[config.mk]
export PLATFORM = sky130hd
export DESIGN_NAME = wrr_queue_arbiter
export DESIGN_NICKNAME = d
export VERILOG_FILES = /design/src/rtl/wrr_arb_pkg.sv /design/src/rtl/wrr_rr_pick.sv /design/src/rtl/wrr_credit_bank.sv /design/src/rtl/wrr_burst_ctrl.sv /design/src/rtl/wrr_queue_arbiter.sv
export SDC_FILE = /design/constraint.sdc
export NUM_CORES = 1
export LEC_CHECK = 0
export ABC_AREA = 1
export BUFFER_PORTS_ARGS = -buffer_cell sky130_fd_sc_hd__buf_2
export CAP_MARGIN = 25
export CORE_ASPECT_RATIO = 1.4
export CORE_MARGIN = 4
export CORE_UTILIZATION = 66
export CTS_CLUSTER_SIZE = 16
export DETAILED_ROUTE_END_ITERATION = 12
export PLACE_DENSITY = 0.87
export SLEW_MARGIN = 30
export SYNTH_ARGS = -nofsm -noshare
export SYNTH_HDL_FRONTEND = slang
export SYNTH_SLANG_ARGS = --single-unit
[constraint.sdc]
create_clock -name clk -period 4.66 [get_ports clk]
set_clock_uncertainty 0.1 [all_clocks]
set_input_delay 0.932 -clock clk [delete_from_list [all_inputs] [get_ports clk]]
set_output_delay 0.932 -clock clk [all_outputs]
set_load 0.01 [all_outputs]
[src/rtl/wrr_arb_pkg.sv]
package wrr_arb_pkg;

   typedef enum logic [1:0] {
      CLS_URGENT = 2'd0,
      CLS_HIGH   = 2'd1,
      CLS_MEDIUM = 2'd2,
      CLS_LOW    = 2'd3
   } prio_cls_e;

   typedef enum logic [1:0] {
      ARB_IDLE  = 2'd0,
      ARB_OFFER = 2'd1,
      ARB_BURST = 2'd2
   } arb_state_e;

   // lanes 0..3 are the per-class rotations, lane 4 is the plain rotation
   localparam int unsigned NUM_LANES = 5;
   localparam int unsigned RR_LANE   = 4;
   localparam int unsigned LANE_W    = 3;
   localparam int unsigned NUM_WCLS  = 3;

endpackage

[src/rtl/wrr_rr_pick.sv]
module wrr_rr_pick #(
   parameter int unsigned NQ    = 8,
   parameter int unsigned IDX_W = 3
) (
   input  logic [NQ-1:0]    req,
   input  logic [IDX_W-1:0] last,
   output logic             found,
   output logic [IDX_W-1:0] pick
);

   initial begin
      assert (NQ >= 2 && (1 << IDX_W) >= NQ)
         else $error("wrr_rr_pick: IDX_W too small for NQ");
   end

   // search from the farthest offset down so the nearest requester wins
   always_comb begin
      int j;
      found = 1'b0;
      pick  = last;
      for (int i = NQ; i >= 1; i--) begin
         j = int'(last) + i;
         if (j >= int'(NQ)) j = j - int'(NQ);
         if (req[IDX_W'(j)]) begin
            found = 1'b1;
            pick  = IDX_W'(j);
         end
      end
   end

endmodule

[src/rtl/wrr_credit_bank.sv]
module wrr_credit_bank
   import wrr_arb_pkg::*;
#(
   parameter int unsigned WW = 8
) (
   input  logic                          clk,
   input  logic                          rst_n,
   input  logic [NUM_WCLS-1:0][WW-1:0]   weight,
   input  logic [NUM_WCLS-1:0]           cls_busy,
   input  logic                          take,
   input  logic [1:0]                    take_cls,
   input  logic                          take_reload,
   output logic [NUM_WCLS-1:0]           eligible,
   output logic                          reload_need
);

   initial begin
      assert (WW >= 1 && WW <= 16) else $error("wrr_credit_bank: WW out of range");
   end

   logic [WW-1:0]         credit [NUM_WCLS];
   logic [WW-1:0]         eff_w  [NUM_WCLS];
   logic [NUM_WCLS-1:0]   credit_nz;

   for (genvar k = 0; k < NUM_WCLS; k++) begin : g_cls
      assign eff_w[k]     = (weight[k] == '0) ? WW'(1) : weight[k];
      assign credit_nz[k] = (credit[k] != '0);
   end

   assign reload_need = ~|(cls_busy & credit_nz);
   assign eligible    = cls_busy & (reload_need ? {NUM_WCLS{1'b1}} : credit_nz);

   always_ff @(posedge clk or negedge rst_n) begin
      if (!rst_n) begin
         for (int k = 0; k < NUM_WCLS; k++) credit[k] <= '0;
      end else if (take) begin
         for (int k = 0; k < NUM_WCLS; k++) begin
            if (take_cls == 2'(k))
               credit[k] <= (take_reload ? eff_w[k] : credit[k]) - WW'(1);
            else if (take_reload)
               credit[k] <= eff_w[k];
         end
      end
   end

   // a weighted grant without reload must draw on remaining credit
   p_take_has_credit_r5: assert property (@(posedge clk) disable iff (!rst_n)
      (take && !take_reload) |-> (take_cls < 2'd3 && credit[take_cls] != '0))
      else $error("p_take_has_credit_r5");

   p_take_cls_range_r5: assert property (@(posedge clk) disable iff (!rst_n)
      take |-> take_cls < 2'd3)
      else $error("p_take_cls_range_r5");

endmodule

[src/rtl/wrr_burst_ctrl.sv]
module wrr_burst_ctrl #(
   parameter int unsigned BCW   = 3,
   parameter int unsigned CNT_W = 7
) (
   input  logic             clk,
   input  logic             rst_n,
   input  logic [BCW-1:0]   code,
   input  logic             start,
   input  logic             cmd_taken,
   input  logic             q_alive,
   output logic [CNT_W-1:0] burst_len,
   output logic             unlim,
   output logic             end_now
);

   initial begin
      assert (CNT_W == (1 << BCW) - 1) else $error("wrr_burst_ctrl: CNT_W mismatch");
   end

   logic             busy;
   logic             unl_l;
   logic [CNT_W-1:0] lim_l;
   logic [CNT_W-1:0] cnt;
   logic [CNT_W-1:0] cnt_nxt;
   logic             last_cmd;

   assign unlim     = &code;
   assign burst_len = unlim ? '0 : (CNT_W'(1) << code);

   assign cnt_nxt  = cnt + CNT_W'(1);
   assign last_cmd = cmd_taken && !unl_l && (cnt_nxt == lim_l);
   assign end_now  = busy && (!q_alive || last_cmd);

   always_ff @(posedge clk or negedge rst_n) begin
      if (!rst_n) begin
         busy  <= 1'b0;
         unl_l <= 1'b0;
         lim_l <= '0;
         cnt   <= '0;
      end else if (start) begin
         busy  <= 1'b1;
         unl_l <= unlim;
         lim_l <= burst_len;
         cnt   <= '0;
      end else if (end_now) begin
         busy  <= 1'b0;
      end else if (busy && cmd_taken) begin
         cnt   <= cnt_nxt;
      end
   end

   // a limited burst never counts past its size
   p_cnt_below_limit_r8: assert property (@(posedge clk) disable iff (!rst_n)
      (busy && !unl_l) |-> (cnt < lim_l))
      else $error("p_cnt_below_limit_r8");

   // a limited burst size is a single power of two
   p_len_pow2_r7: assert property (@(posedge clk) disable iff (!rst_n)
      (start && !unlim) |-> ($countones(burst_len) == 1))
      else $error("p_len_pow2_r7");

endmodule

[src/rtl/wrr_queue_arbiter.sv]
module wrr_queue_arbiter
   import wrr_arb_pkg::*;
#(
   parameter int unsigned NQ  = 8,
   parameter int unsigned WW  = 8,
   parameter int unsigned BCW = 3,
   localparam int unsigned IDX_W = (NQ > 1) ? $clog2(NQ) : 1,
   localparam int unsigned CNT_W = (1 << BCW) - 1
) (
   input  logic              clk,
   input  logic              rst_n,
   input  logic              mode_wrr,
   input  logic [NQ-1:0]     q_nonempty,
   input  logic [2*NQ-1:0]   q_class,
   input  logic [WW-1:0]     wt_high,
   input  logic [WW-1:0]     wt_med,
   input  logic [WW-1:0]     wt_low,
   input  logic [BCW-1:0]    burst_code,
   input  logic              gnt_ready,
   input  logic              cmd_taken,
   output logic              gnt_valid,
   output logic [IDX_W-1:0]  gnt_qid,
   output logic [CNT_W-1:0]  gnt_burst,
   output logic              gnt_unlim
);

   initial begin
      assert (NQ >= 2 && NQ <= 256) else $error("wrr_queue_arbiter: NQ out of range");
      assert (BCW >= 2 && BCW <= 4) else $error("wrr_queue_arbiter: BCW out of range");
      assert (WW >= 1 && WW <= 16)  else $error("wrr_queue_arbiter: WW out of range");
   end

   arb_state_e                  st;
   logic [3:0][NQ-1:0]          creq;
   logic [NUM_WCLS-1:0]         cls_busy;
   logic [NUM_LANES-1:0]        lane_found;
   logic [IDX_W-1:0]            lane_pick [NUM_LANES];
   logic [IDX_W-1:0]            ptr       [NUM_LANES];

   logic [NUM_WCLS-1:0][WW-1:0] wt_live;
   logic [NUM_WCLS-1:0][WW-1:0] wt_shadow;
   logic [NUM_WCLS-1:0][WW-1:0] wt_cur;
   logic [NUM_WCLS-1:0]         eligible;
   logic                        reload_need;

   logic                        sel_found;
   logic [IDX_W-1:0]            sel_q;
   logic [LANE_W-1:0]           sel_lane;
   logic                        sel_w;
   logic [1:0]                  sel_wcls;

   logic [IDX_W-1:0]            off_q;
   logic [LANE_W-1:0]           off_lane;
   logic                        off_w;
   logic [1:0]                  off_wcls;
   logic                        off_reload;
   logic [BCW-1:0]              off_code;

   logic                        accept;
   logic                        take;
   logic                        burst_end;
   logic                        q_alive;

   // ---------------- per-class request vectors ----------------
   always_comb begin
      creq = '0;
      for (int q = 0; q < NQ; q++) begin
         for (int c = 0; c < 4; c++) begin
            if (q_nonempty[q] && (q_class[2*q +: 2] == 2'(c))) creq[c][q] = 1'b1;
         end
      end
   end

   for (genvar k = 0; k < NUM_WCLS; k++) begin : g_busy
      assign cls_busy[k] = |creq[k+1];
   end

   // ---------------- rotation pickers ----------------
   for (genvar l = 0; l < NUM_LANES; l++) begin : g_lane
      logic [NQ-1:0] lane_req;
      if (l == RR_LANE) begin : g_plain
         assign lane_req = q_nonempty;
      end else begin : g_class
         assign lane_req = creq[l];
      end
      wrr_rr_pick #(.NQ(NQ), .IDX_W(IDX_W)) u_pick (
         .req   (lane_req),
         .last  (ptr[l]),
         .found (lane_found[l]),
         .pick  (lane_pick[l])
      );
   end

   // ---------------- weights: live while idle, frozen otherwise ----------------
   assign wt_live = {wt_low, wt_med, wt_high};
   assign wt_cur  = (st == ARB_IDLE) ? wt_live : wt_shadow;

   assign accept = (st == ARB_OFFER) && gnt_ready;
   assign take   = accept && off_w;

   wrr_credit_bank #(.WW(WW)) u_credit (
      .clk         (clk),
      .rst_n       (rst_n),
      .weight      (wt_cur),
      .cls_busy    (cls_busy),
      .take        (take),
      .take_cls    (off_wcls),
      .take_reload (off_reload),
      .eligible    (eligible),
      .reload_need (reload_need)
   );

   // ---------------- selection ----------------
   always_comb begin
      sel_found = 1'b0;
      sel_q     = lane_pick[RR_LANE];
      sel_lane  = LANE_W'(RR_LANE);
      sel_w     = 1'b0;
      sel_wcls  = 2'd0;
      if (!mode_wrr) begin
         sel_found = lane_found[RR_LANE];
      end else if (lane_found[0]) begin
         sel_found = 1'b1;
         sel_q     = lane_pick[0];
         sel_lane  = LANE_W'(0);
      end else begin
         for (int k = NUM_WCLS - 1; k >= 0; k--) begin
            if (eligible[k]) begin
               sel_found = 1'b1;
               sel_q     = lane_pick[k+1];
               sel_lane  = LANE_W'(k + 1);
               sel_w     = 1'b1;
               sel_wcls  = 2'(k);
            end
         end
      end
   end

   // ---------------- burst tracking ----------------
   assign q_alive = q_nonempty[off_q];

   wrr_burst_ctrl #(.BCW(BCW), .CNT_W(CNT_W)) u_burst (
      .clk       (clk),
      .rst_n     (rst_n),
      .code      (off_code),
      .start     (accept),
      .cmd_taken (cmd_taken),
      .q_alive   (q_alive),
      .burst_len (gnt_burst),
      .unlim     (gnt_unlim),
      .end_now   (burst_end)
   );

   // ---------------- control ----------------
   always_ff @(posedge clk or negedge rst_n) begin
      if (!rst_n) begin
         st         <= ARB_IDLE;
         off_q      <= '0;
         off_lane   <= '0;
         off_w      <= 1'b0;
         off_wcls   <= 2'd0;
         off_reload <= 1'b0;
         off_code   <= '0;
         wt_shadow  <= '0;
      end else begin
         unique case (st)
            ARB_IDLE: begin
               wt_shadow <= wt_live;
               off_code  <= burst_code;
               if (sel_found) begin
                  st         <= ARB_OFFER;
                  off_q      <= sel_q;
                  off_lane   <= sel_lane;
                  off_w      <= sel_w;
                  off_wcls   <= sel_wcls;
                  off_reload <= reload_need;
               end
            end
            ARB_OFFER: if (gnt_ready) st <= ARB_BURST;
            ARB_BURST: if (burst_end) st <= ARB_IDLE;
            default:   st <= ARB_IDLE;
         endcase
      end
   end

   always_ff @(posedge clk or negedge rst_n) begin
      if (!rst_n) begin
         for (int l = 0; l < NUM_LANES; l++) ptr[l] <= IDX_W'(NQ - 1);
      end else if (accept) begin
         for (int l = 0; l < NUM_LANES; l++) begin
            if (off_lane == LANE_W'(l)) ptr[l] <= off_q;
         end
      end
   end

   assign gnt_valid = (st == ARB_OFFER);
   assign gnt_qid   = off_q;

   // ---------------- assertions ----------------
   p_idle_empty_r1: assert property (@(posedge clk) disable iff (!rst_n)
      (st == ARB_IDLE && q_nonempty == '0) |=> !gnt_valid)
      else $error("p_idle_empty_r1");

   p_offer_nonempty_r2: assert property (@(posedge clk) disable iff (!rst_n)
      $rose(gnt_valid) |-> (|($past(q_nonempty) & (NQ'(1) << gnt_qid))))
      else $error("p_offer_nonempty_r2");

   p_offer_stable_r3: assert property (@(posedge clk) disable iff (!rst_n)
      (gnt_valid && !gnt_ready) |=>
         (gnt_valid && $stable(gnt_qid) && $stable(gnt_burst) && $stable(gnt_unlim)))
      else $error("p_offer_stable_r3");

   p_urgent_first_r4: assert property (@(posedge clk) disable iff (!rst_n)
      ($rose(gnt_valid) && $past(mode_wrr) && $past(|creq[0])) |->
         (2'($past(q_class) >> (2 * gnt_qid)) == 2'(CLS_URGENT)))
      else $error("p_urgent_first_r4");

   p_no_offer_in_burst_r8: assert property (@(posedge clk) disable iff (!rst_n)
      (st == ARB_BURST && !burst_end) |=> !gnt_valid)
      else $error("p_no_offer_in_burst_r8");

endmodule

* Yosys cells after proc, flatten, opt, wreduce, memory -nomap -nowiden *
Index checks and enable logic that the tools add are counted.

storage, ports and cells
  ROM bits = 0
  logic and storage cells = 594
  bits in registers = 94
  bits in writable memories = 0
  bits in latches = 0
  output and inout port bits = 12
  memories = 0
  bits of input ports = 56

cells by class
  shifts and indexed selects = 1
  bitwise gates (word level) = 2
  multiplexer cells = 293
  reductions and logical operators = 74
  div/mod/pow operators = 0
  $add $sub $neg = 84
  magnitude comparators = 81
  multiply operators = 0
  equality and inequality tests = 37

operators with widths
  kind                                                                                  count
  3-bit two-way mux                                                                     91
  3-bit by 5-bit less-than comparator with 1-bit output (second input constant)         40
  4-bit greater-or-equal comparator (second input constant)                             35
  1-bit two-way mux                                                                     138
  1-bit binary-select mux with 3-bit select                                             41
  3-bit by 1-bit subtractor with 3-bit output (second input constant)                   40
  3-bit by 3-bit adder with 4-bit output (second input constant)                        20
  8-bit two-way mux                                                                     9
  3-bit by 2-bit adder with 4-bit output (second input constant)                        10
  1-bit logical AND                                                                     38
  2-bit == test (second input constant)                                                 18
  7-bit two-way mux                                                                     4
  3-bit by 4-bit adder with 5-bit output (second input constant)                        5
  5-bit by 4-bit greater-or-equal comparator with 1-bit output (second input constant)  5
  8-bit logical NOT                                                                     3
  24-bit two-way mux                                                                    1
  8-bit nonzero test                                                                    3
  8-bit OR reduction                                                                    3
  8-bit by 1-bit subtractor with 8-bit output (second input constant)                   3
  3-bit by 1-bit adder with 4-bit output (second input constant)                        5
  2-bit by 1-bit == test with 1-bit output (second input constant)                      10
  2-bit logical NOT                                                                     10
  2-bit two-way mux                                                                     8
  2-bit AND reduction                                                                   7
  other kinds (16)                                                                      25

* Logic depth before layout (Yosys ltp) *
  depth in word-level cells = 19
  mapped depth = 22
  gate-level depth less buffers = 21

* Hierarchy *
From an unflattened synthesis, not the netlist that was laid out.

second synthesis, totals
  cells, all modules = 1414
  area total of the unflattened synthesis = 8904.8 um^2

by module, submodules not included
  module                              cells each  sequential area each (um^2)  area an instance (um^2)  times used
  wrr_queue_arbiter                   355         1370.1                       2742.6                   1
  wrr_rr_pick (g_lane[0].u_pick ...)  121         0.0                          614.3                    4
  wrr_credit_bank                     313         600.6                        2058.2                   1
  wrr_burst_ctrl                      143         400.4                        985.9                    1
  wrr_rr_pick (g_lane[4].u_pick)      119         0.0                          660.6                    1

* Least setup slack after synthesis *
OpenSTA, ideal clock, no wires.

  path kind = input to register
  from = input q_nonempty[3]
  to = register off_lane[1]
  path buffers = 2
  library setup time = 0.119 ns
  data required time = 4.441 ns
  arrival = 2.413 ns
  cell stages on the path = 16
  path slack = 2.028 ns
  path through = buf_4 nand2_1 nor2_1 o21ai_0 mux2i_1 nand2_1 nand2_2 nor2_1 nand3_1 inv_2 nand2_4 nand2_4 inv_4 buf_6 nand3_1 o21ai_2

between the ends
  longest elaborated chain between the ends = 16
  elaborated cells between the ends (all ways) = 90

ends and longest elaborated chain
  item                                                   RTL line                  text
  start: declaration                                     wrr_queue_arbiter.sv:13   input logic [NQ-1:0] q_nonempty,
  1-bit logical AND                                      wrr_queue_arbiter.sv:69   if (q_nonempty[q] && (q_class[2*q +: 2] == 2'(c))) creq[c][q] = 1'b1;
  1-bit two-way mux                                      wrr_queue_arbiter.sv:69
  1-bit binary-select mux with 3-bit select              wrr_rr_pick.sv:24         if (req[IDX_W'(j)]) begin
  1-bit two-way mux (implied by the code) (2 in series)  wrr_rr_pick.sv:24
  1-bit two-way mux (8 in series)                        wrr_rr_pick.sv:24
  1-bit two-way mux                                      wrr_queue_arbiter.sv:122  end else if (lane_found[0]) begin
  1-bit two-way mux                                      wrr_queue_arbiter.sv:120  if (!mode_wrr) begin
  2-bit AND reduction (no line)                          --
  end signal: assignment                                 wrr_queue_arbiter.sv:173  off_lane <= sel_lane;
  end: declaration                                       wrr_queue_arbiter.sv:53   logic [LANE_W-1:0] off_lane;

Parallel ways exist; a longest one is shown, timed or not. The select of a mux whose other input is x is not followed.
A chain may end at the register's enable or synchronous reset.

* Final worst setup path *
  from = register st[1]
  to = register u_credit.credit[6] in the netlist's numbering

between the ends
  longest elaborated chain between the ends = 7
  elaborated cells between the ends (all ways) = 10

ends and longest elaborated chain
  item                                         RTL line                  text
  start: declaration                           wrr_queue_arbiter.sv:33   arb_state_e st;
  start signal: assignment                     wrr_queue_arbiter.sv:157  st <= ARB_IDLE;
  start signal: assignment                     wrr_queue_arbiter.sv:171  st <= ARB_OFFER;
  start signal: assignment                     wrr_queue_arbiter.sv:179  ARB_OFFER: if (gnt_ready) st <= ARB_BURST;
  2-bit logical NOT                            wrr_queue_arbiter.sv:96   assign wt_cur = (st == ARB_IDLE) ? wt_live : wt_shadow;
  24-bit two-way mux                           --
  8-bit logical NOT                            wrr_credit_bank.sv:26     assign eff_w[k] = (weight[k] == '0) ? WW'(1) : weight[k];
  8-bit two-way mux                            wrr_credit_bank.sv:26
  8-bit two-way mux                            wrr_credit_bank.sv:39     credit[k] <= (take_reload ? eff_w[k] : credit[k]) - WW'(1);
  8-bit by 1-bit subtractor with 8-bit output  wrr_credit_bank.sv:39
  8-bit two-way mux                            wrr_credit_bank.sv:38     if (take_cls == 2'(k))
  end signal: indexed assignment               wrr_credit_bank.sv:39
  end signal: indexed assignment               wrr_credit_bank.sv:41     credit[k] <= eff_w[k];
  end: declaration                             wrr_credit_bank.sv:21     logic [WW-1:0] credit [NUM_WCLS];

Parallel ways exist; a longest one is shown, timed or not.

==> results.sh <==
export IMPL_yosys_warnings=0
export IMPL_fmax_ghz=0.2943
export IMPL_worst_pin_slew_ns=0.8687
export IMPL_p_total_mw=6.656
export IMPL_hold_class="reg2reg"
export IMPL_worstSetupPathType="reg2reg"
export IMPL_placeableCoreArea_um2=12000
export IMPL_drive_gt1_share_pct=12.54
export IMPL_start_util_pct=68.46
export IMPL_status="completed"
export IMPL_portBuffers=67
export IMPL_cts_max_level=3
export IMPL_hold_violations=0
export IMPL_synth_top_flop_cell="dfrtp_1"
export IMPL_drt_iter0_markers=654
export IMPL_clk_path_buf_depth=2
export IMPL_reg2reg_from="st[1]$_DFFE_PN0P_"
export IMPL_fin_cells=1496
export IMPL_cts_buffers=9
export IMPL_grt_pass1_vias=8249
export IMPL_dp_slack_ns=1.320
export IMPL_grt_pass1_wl_um=37540
export IMPL_grt_overflow=0
export IMPL_reg2reg_depth=12
export IMPL_ant_nets=0
export IMPL_netlist_instances=1309
export IMPL_p_leak_nw=4.713
export IMPL_drc=0
export IMPL_yosysSeqAreaShare_pct=28.87
export IMPL_holdBufCountCts=0
export IMPL_netlist_cell_type_count=48
export IMPL_relSlewSlack_pct=41.95
export IMPL_synth_edff_count=0
export IMPL_timing_final_crit_share_pct=72.91
export IMPL_area_growth_pct=7.054
export IMPL_clkLatencyLatePin_ns=0.34
export IMPL_timing_rr_end="u_credit.credit[6]$_DFFE_PN0P_"
export IMPL_cts_resized=0
export IMPL_synth_area_um2=8213
export IMPL_syn_area_per_cell_um2=6.274
export IMPL_post_drt_wl_per_cell_um=15.23
export IMPL_hold_depth=2
export IMPL_critPathRequiredTime_ns=4.77
export IMPL_totalWireLength_um=22790
export IMPL_synth_top_cell_area_share_pct=24.07
export IMPL_min_from="wt_shadow[10]$_DFF_PN0_"
export IMPL_rsz0062_at_grt="no"
export IMPL_drv_cap=0
export IMPL_min_to="wt_shadow[10]$_DFF_PN0_"
export IMPL_clk_pin_slew_worst_paths_ns=0.07
export IMPL_io_pins=68
export IMPL_arrival_ns=3.51
export IMPL_irDropWorstVdd_mv=0.4289
export IMPL_fp_dieH_um=140.0
export IMPL_ys_ff_latch=94
export IMPL_critical_path_peak_fanout=35
export IMPL_post_route_min_period_ns=3.398
export IMPL_ff2ff_setup_slack_ns=1.26
export IMPL_root_buffer="clkbuf_16"
export IMPL_cts_setup_buffers=0
export IMPL_crit_path_start_kind="flop"
export IMPL_cts_tree="yes"
export IMPL_finalNetCount=1414
export IMPL_yosysMostFrequentCell="nand2_1"
export IMPL_grt_max_degree=74
export IMPL_dr_total_vias=8760
export IMPL_gp_congestion=0.9828
export IMPL_cts_sinks=94
export IMPL_synthTopCellsByArea="dfrtp_1 24%, nand2_1 20%, nand3_1 10%, inv_1 6.4%, dfstp_2 4.8%"
export IMPL_nFillCells=1048
export IMPL_setup_worst_path_end_class="flop"
export IMPL_synth_top_cell_by_area="dfrtp_1"
export IMPL_final_setup_tns_ns=0
export IMPL_setup_ws_ns=1.262
export IMPL_setup_viol=0
export IMPL_hpwl_um=17370
export IMPL_synth_commonest_cells="445 x nand2_1, 172 x nand3_1, 141 x inv_1, 79 x dfrtp_1, 72 x o21ai_0"
export IMPL_fp_row_count=47
export IMPL_power_density_nw_per_um2=757.0
export IMPL_dieArea_um2=14320
export IMPL_dp_cells=1480
export IMPL_final_core_util_pct=73.29
export IMPL_syn_nets=1379
export IMPL_slew_violations=0
export IMPL_antenna_found_initial=1
export IMPL_grtUsageTotal_pct=32.31
export IMPL_ys_async_sr_fraction_pct=100.0
export IMPL_firstDrtPassIters=5
export IMPL_die_x_um=102.3
export IMPL_viasPerCell=5.856
power breakdown:
part           internal, mW  switching (mW)  total (mW)
logic                  1.49            2.90        4.39
registers              1.18           0.351        1.53
clock network         0.418           0.319       0.736
metrics by stage:
step	hold slack [ns]	cell area, um^2
2_1_floorplan	0.3381	8213
3_3_place_gp	0.3544	8491
3_5_place_dp	0.3554	8491
4_1_cts	0.3788	8785
5_1_grt	0.3975	8792
6_report	0.3756	8792
registers in the layout, summed over array words and instances, names as in the netlist:
| name | flops |
|---|---|
| gnt_qid | 3 |
| st | 2 |
| off_w | 1 |
| u_credit.credit | 24 |
| off_lane | 3 |
| u_burst.busy | 1 |
| off_code | 3 |
| off_wcls | 2 |
| u_burst.cnt | 7 |
| wt_shadow | 24 |
| u_burst.lim_l | 7 |
| off_reload | 1 |
| u_burst.unl_l | 1 |
| ptr | 15 |
layout by cell type, fill, tap and decap left out, types with 5 or more instances in the layout:
cell type  count
a21oi_1       40
buf_2         66
clkbuf_16      9
dfrtp_1       78
dfstp_2       15
ha_1          14
inv_1        141
inv_2         17
nand2_1      445
nand3_1      172
nand3_2        8
nand3b_1       6
nand4_1       33
nor2_1        59
nor2_2         6
nor3_1        11
nor4_1         5
o21ai_0       72
o21ai_1       28
o21ai_2       12
o21bai_1       6
or2_1          8
or2_2         11
xnor2_1       11
xor2_1        26
worst max path at each step:
stage                       from                         endpoint  slack (ns)  depth (start not counted)
2_1_floorplan      q_nonempty[3]          off_lane[1]$_DFFE_PN0P_        2.03                         16
3_3_place_gp   st[1]$_DFFE_PN0P_   u_credit.credit[6]$_DFFE_PN0P_        1.49                         12
3_5_place_dp   st[1]$_DFFE_PN0P_  u_credit.credit[14]$_DFFE_PN0P_        1.32                         13
4_1_cts        st[1]$_DFFE_PN0P_  u_credit.credit[14]$_DFFE_PN0P_        1.27                         13
5_1_grt        st[1]$_DFFE_PN0P_   u_credit.credit[6]$_DFFE_PN0P_        0.97                         12
6_report       st[1]$_DFFE_PN0P_   u_credit.credit[6]$_DFFE_PN0P_        1.26                         12
logic make-up (layout without fill, tap and decap cells):
kind of cell    count (synthesis)  in the layout  share of synthesized area (%)
simple gates                  782            782                          42.31
buf+inv                       204            243                          10.45
compound gates                177            177                          12.17
flops                          94             94                          28.87
xor+xnor                       37             37                          3.946
fa+ha+maj                      14             14                          2.133
mux                             1              1                         0.1219
other cells                     0              1                              0
worst max-delay path, stage by stage, from the launching register on:
cell and delay, ns:
dfrtp_1 0.43, nor2_4 0.68, inv_2 0.36, or2_1 0.31, o21ai_1 0.13, nand2_1 0.08, o21ai_0 0.17, ha_1 0.22
nand2_1 0.09, nor3_2 0.30, nand3_1 0.14, xnor2_1 0.17, o21ai_1 0.07
final cells by class:
cell class / count / area (um^2) / share of cell area (%)
flip-flops and latches: 94 / 2372 / 26.98
repair buffers: 69 / 356.6 / 4.056
inverters: 159 / 599.3 / 6.817
clock buffers: 9 / 225.2 / 2.562
clock inverters: 6 / 68.82 / 0.7827
well taps: 147 / 183.9 / 2.092
diodes: 1 / 2.502 / 0.02846
multi-input cells: 1011 / 4984 / 56.68
routing by layer:
| layer | share of wire [%] | vias to the layer above | track usage [%] |
|---|---|---|---|
| met4 | 4.2 | 0 | 14.17 |
| li1 | - | 4309 | - |
| met2 | 52 | 343 | 58.38 |
| met5 | 0 | - | 0 |
| met3 | 5.9 | 83 | 4.229 |
| met1 | 38 | 4025 | 37.25 |
No activity file was read; power rests on OpenSTA's default activity.
